### src/rtl/coef_seq_pkg.sv
`timescale 1ns/1ps
package coef_seq_pkg;

    // Sequencer states: which set, if any, is presenting an address.
    typedef enum logic [1:0] {
        SEQ_IDLE   = 2'd0,
        SEQ_EMIT_A = 2'd1,
        SEQ_EMIT_B = 2'd2
    } seq_state_e;

    // Number of coefficient sets (one select bit picks between them).
    localparam int unsigned SET_CNT = 2;

endpackage

### src/rtl/coef_ptr_bank.sv
`timescale 1ns/1ps
// Holds one address pointer per coefficient set. Each pointer wraps
// inside its own region [g*SET_LEN, g*SET_LEN + SET_LEN - 1].
module coef_ptr_bank
    import coef_seq_pkg::*;
#(
    parameter int unsigned ADDR_W  = 6,
    parameter int unsigned SET_LEN = 30
) (
    input  logic                             clk,
    input  logic                             rst,
    input  logic [SET_CNT-1:0]               step,
    input  logic                             count_up,
    output logic [SET_CNT-1:0][ADDR_W-1:0]   ptr_q
);

    logic [SET_CNT-1:0][ADDR_W-1:0] ptr_nxt;

    // Per-set wrap logic; the bounds differ per region.
    for (genvar g = 0; g < SET_CNT; g++) begin : g_wrap
        localparam int unsigned  BASE_I = g * SET_LEN;
        localparam int unsigned  LAST_I = BASE_I + SET_LEN - 1;
        localparam logic [ADDR_W-1:0] BASE = ADDR_W'(BASE_I);
        localparam logic [ADDR_W-1:0] LAST = ADDR_W'(LAST_I);

        always_comb begin
            if (count_up) begin
                if (ptr_q[g] == LAST) begin
                    ptr_nxt[g] = BASE;
                end else begin
                    ptr_nxt[g] = ptr_q[g] + 1'b1;
                end
            end else begin
                if (ptr_q[g] == BASE) begin
                    ptr_nxt[g] = LAST;
                end else begin
                    ptr_nxt[g] = ptr_q[g] - 1'b1;
                end
            end
        end
    end

    // All pointers share one clocked process; only a stepped pointer moves.
    always_ff @(posedge clk or posedge rst) begin
        if (rst) begin
            for (int i = 0; i < SET_CNT; i++) begin
                ptr_q[i] <= ADDR_W'(i * SET_LEN);
            end
        end else begin
            for (int i = 0; i < SET_CNT; i++) begin
                if (step[i]) begin
                    ptr_q[i] <= ptr_nxt[i];
                end
            end
        end
    end

endmodule

### src/rtl/coef_seq_fsm.sv
`timescale 1ns/1ps
// Sequencer controller: decides the next state, which pointer steps,
// and loads the registered address and valid outputs.
module coef_seq_fsm
    import coef_seq_pkg::*;
#(
    parameter int unsigned ADDR_W = 6
) (
    input  logic                            clk,
    input  logic                            rst,
    input  logic                            en,
    input  logic                            set_sel,
    input  logic [SET_CNT-1:0][ADDR_W-1:0]  ptr_q,
    output logic [SET_CNT-1:0]              step,
    output seq_state_e                      state_q,
    output logic [ADDR_W-1:0]               addr_q,
    output logic                            vld_q
);

    seq_state_e state_nxt;

    // Transition decode: every state reacts to the same inputs.
    always_comb begin
        state_nxt = SEQ_IDLE;
        unique case (state_q)
            SEQ_IDLE, SEQ_EMIT_A, SEQ_EMIT_B: begin
                if (en) begin
                    state_nxt = set_sel ? SEQ_EMIT_B : SEQ_EMIT_A;
                end else begin
                    state_nxt = SEQ_IDLE;
                end
            end
            default: state_nxt = SEQ_IDLE;
        endcase
    end

    // Step decode from the state being entered.
    always_comb begin
        step = '0;
        unique case (state_nxt)
            SEQ_IDLE:   step = '0;
            SEQ_EMIT_A: step[0] = 1'b1;
            SEQ_EMIT_B: step[1] = 1'b1;
            default:    step = '0;
        endcase
    end

    // State register.
    always_ff @(posedge clk or posedge rst) begin
        if (rst) begin
            state_q <= SEQ_IDLE;
        end else begin
            state_q <= state_nxt;
        end
    end

    // Output registers: present the pre-step pointer of the chosen set.
    always_ff @(posedge clk or posedge rst) begin
        if (rst) begin
            addr_q <= '0;
            vld_q  <= 1'b0;
        end else begin
            unique case (state_nxt)
                SEQ_IDLE: begin
                    vld_q <= 1'b0;
                end
                SEQ_EMIT_A: begin
                    addr_q <= ptr_q[0];
                    vld_q  <= 1'b1;
                end
                SEQ_EMIT_B: begin
                    addr_q <= ptr_q[1];
                    vld_q  <= 1'b1;
                end
                default: begin
                    vld_q <= 1'b0;
                end
            endcase
        end
    end

endmodule

### src/rtl/coef_addr_seq.sv
`timescale 1ns/1ps
// Top: two-region coefficient read-address sequencer.
module coef_addr_seq
    import coef_seq_pkg::*;
#(
    parameter int unsigned ADDR_W  = 6,
    parameter int unsigned SET_LEN = 30
) (
    input  logic              clk,
    input  logic              rst,
    input  logic              en,
    input  logic              set_sel,
    input  logic              count_up,
    output logic [ADDR_W-1:0] addr,
    output logic              addr_vld
);

    localparam int unsigned SPACE = SET_CNT * SET_LEN;

    logic [SET_CNT-1:0][ADDR_W-1:0] ptr_q;
    logic [SET_CNT-1:0]             step;
    seq_state_e                     state_q;

    coef_ptr_bank #(
        .ADDR_W  (ADDR_W),
        .SET_LEN (SET_LEN)
    ) u_bank (
        .clk      (clk),
        .rst      (rst),
        .step     (step),
        .count_up (count_up),
        .ptr_q    (ptr_q)
    );

    coef_seq_fsm #(
        .ADDR_W (ADDR_W)
    ) u_fsm (
        .clk     (clk),
        .rst     (rst),
        .en      (en),
        .set_sel (set_sel),
        .ptr_q   (ptr_q),
        .step    (step),
        .state_q (state_q),
        .addr_q  (addr),
        .vld_q   (addr_vld)
    );

    // Elaboration-time sanity: the whole space must fit the address width.
    if (SPACE > (1 << ADDR_W)) begin : g_bad_cfg
        $error("coef_addr_seq: address width too small for both regions");
    end

endmodule

### config.mk
export PLATFORM = sky130hd
export DESIGN_NAME = coef_addr_seq
export DESIGN_NICKNAME = d
export VERILOG_FILES = /design/src/rtl/coef_seq_pkg.sv /design/src/rtl/coef_ptr_bank.sv /design/src/rtl/coef_seq_fsm.sv /design/src/rtl/coef_addr_seq.sv
export SDC_FILE = /design/constraint.sdc
export NUM_CORES = 1
export LEC_CHECK = 0
export ABC_AREA = 1
export BUFFER_PORTS_ARGS = -buffer_cell sky130_fd_sc_hd__buf_2
export CORE_MARGIN = 1
export CORE_UTILIZATION = 45
export CTS_CLUSTER_DIAMETER = 80
export CTS_CLUSTER_SIZE = 8
export DETAILED_ROUTE_END_ITERATION = 10
export SYNTH_ARGS = -nofsm -noshare
export SYNTH_HDL_FRONTEND = slang
export SYNTH_SLANG_ARGS = --single-unit
### constraint.sdc
create_clock -name clk -period 2.1 [get_ports clk]
set_input_delay 0.21 -clock clk [delete_from_list [all_inputs] [get_ports clk]]
set_output_delay 0.21 -clock clk [all_outputs]
set_load 0.1 [all_outputs]
==> flow_summary.ini <==
[status]
status = finished clean

[floorplan]
die_area_sq_um = 3744
rows = 21
coreArea_sq_um = 3337
die_height_um = 61.19
io_pins = 12
start_util = 0.4724
die_x_um = 61.19

[timing]
setup_tns_ns = 0
timing.final.hold_violations = 0
hold_slack_ns = 0.01720
period_minus_slack_ns = 1.820
fmax_mhz = 549.5
finalSetupViolCount = 0
worstMarginPinSlew_ns = 0.7597
rsz0062_at_grt = no
maxSlewHeadroom = 0.4930
fin_crit_sh = 0.8665
slew_viol_final = 0
clock_skew_ns = 0.007210

[placement]
globalplace.congestion = 0.8330
dp.cells = 261
port_buffers = 11
hpwl_mm = 2.615

[run]
max_cap_violations = 0

[clock_network]
cts.path.max_buffers = 2
cts-buffers-inserted = 3
cts_tree = built
cts_setup_buffers = 0
htreeDepth = 1
insertion_delay_ns = 0.30
clk_pin_slew_ns = 0.12
hold_buffers = 0
cts_sinks = 21
cts-root-buf = clkbuf_4
cts.repair.resized = 0

[worst_setup_path]
rrSetupSlack_ns = 0.28
r2r_end = u_bank.ptr_q[6]
reg2reg_from = u_fsm.state_q[0]
arrival_ns = 2.05
crit_path_end = u_bank.ptr_q[6]
cp.required_ns = 2.33
ff2ff_path_depth = 8
cp-startpoint = u_fsm.state_q[0]
end_kind = register
critPathMaxFanout = 9
worst_setup_path_start_kind = register
crit_type = reg -> reg

[drt]
drc = 0
first_iter_violations = 87
vias_per_cell = 5.034
drt-total-wl_mm = 3.373
firstDrtPassIters = 4
postRouteAntennaNets = 0
drt-wirelength-per-cell_um = 12.73
vias = 1334

[synth]
syn_nets = 226
synthesis.area_sq_um = 1577
yosys_warnings = 0
seq_area_frac_synth = 0.3365
syn_inst = 212
ys_async_sr_fraction = 1.000
syn_area_per_cell_sq_um = 7.436
synth_ff_type = dfrtp_1
synth_edf_count = 0
synth_seq_cells = 21
ys_types = 30

[global_routing]
grt_pass1_vias = 1235
grt-ovfl-total = 0
grt_max_degree = 22
grt_use_total = 0.2072
antenna_found_initial = 0
grt_pass1_wl_mm = 5.699

[layout]
n_fill_cell = 347
multiInputGateArea_sq_um = 864.6
nets = 234
final_layout_size_suffix_gt1_frac = 0.2192
area_growth_pct = 4.682
final_util = 0.4946
instances_no_fill = 265
num_antenna_cells = 0
final-seq-area_sq_um = 530.5

[pwr]
power_mw = 2.245
p_per_area_nw_per_um2 = 1360
leakagePower_nw = 0.8214
vdd_drop_max_mv = 0.5051

[hold_path]
hold_class = in -> async
## cell usage after synthesis, drive strengths merged, types with 2 or more instances
master | count | area share
nor3 | 2 | 0.0063
nand4 | 4 | 0.025
o21ai | 13 | 0.041
dfstp | 4 | 0.067
xor2 | 4 | 0.022
nand3 | 23 | 0.089
ha | 9 | 0.071
nand2 | 62 | 0.16
dfrtp | 17 | 0.27
a21oi | 11 | 0.035
buf | 8 | 0.044
inv | 28 | 0.068
nor2 | 21 | 0.078
## registers in the layout (all words and copies together), names as in the netlist
signal	flops
u_bank.ptr_q	12
u_fsm.addr_q	6
u_fsm.state_q	2
u_fsm.vld_q	1
## layout make-up
type                       instances  share of cell area
clock buffer                       3             0.01365
clock inverter                     1            0.003033
inverter                          28             0.06520
multi-input combinational        154              0.5239
sequential                        21              0.3215
tap                               46             0.03487
timing repair buffer              12             0.03791
## worst max-delay path, stage by stage (launching register included)
cell and delay (ns):
dfrtp_1 0.38, nand2_1 0.06, inv_1 0.05, nor3_1 0.30
ha_1 0.44, inv_2 0.15, nor2_1 0.17, o21ai_0 0.11
o21ai_1 0.09
## routing by layer
layer / up-vias / GRT usage / wire length [um]
met5: - / 0 / 0
met4: 0 / 0.07468 / 51
met3: 4 / 0.02311 / 98
met2: 21 / 0.3494 / 1711
met1: 624 / 0.2742 / 1511
li1: 685 / - / -
## how the worst min path moves through the flow
stage / to
2_1_floorplan: u_bank.ptr_q[0]
4_1_cts: u_fsm.addr_q[3]
6_report: u_fsm.vld_q
3_5_place_dp: u_fsm.addr_q[3]
5_1_grt: u_fsm.vld_q
3_3_place_gp: u_fsm.addr_q[1]
## placed cells by master, fill, tap and decap left out, types with 2 or more instances in the layout
cell      Yosys  final
a21oi_1      11     11
nand2_2       6      6
clkbuf_4      0      3
nor2_2        5      5
nor2_4        2      2
nand4_1       3      3
ha_1          9      9
inv_1        20     20
dfrtp_1      17     17
nor3_1        2      2
nor2_1       13     13
o21ai_0       7      7
o21ai_1       6      6
nand2_1      56     56
nand3_1      18     18
nand3_2       5      5
xor2_1        4      4
buf_2         2     11
inv_2         7      7
dfstp_2       4      4
## cells by family after synthesis
kind of cell,Yosys count,share of synthesized area
and+or+nand+nor,113,0.3595
buffers and inverters,37,0.1151
AOI/OAI and AO/OA,27,0.08969
DFF,21,0.3365
adders and majority gates,9,0.07143
xor gates and xnor gates,5,0.02778
## through the flow
stage | area, sq um | worst slack (ns)
floorplan | 1577 | 0.5024
global placement | 1623 | 0.3441
detailed placement | 1623 | 0.2862
CTS | 1650 | 0.2552
global route | 1650 | 0.05368
finish | 1650 | 0.2803
## where the power goes
group / switching, mW / internal [mW] / total [mW] / leakage [nW]
Sequential: 0.268 / 0.561 / 0.829 / 0.249
Clock: 0.124 / 0.0709 / 0.195 / 0.0177
Combinational: 0.854 / 0.367 / 1.22 / 0.554
(Power assumes the default switching activity.)
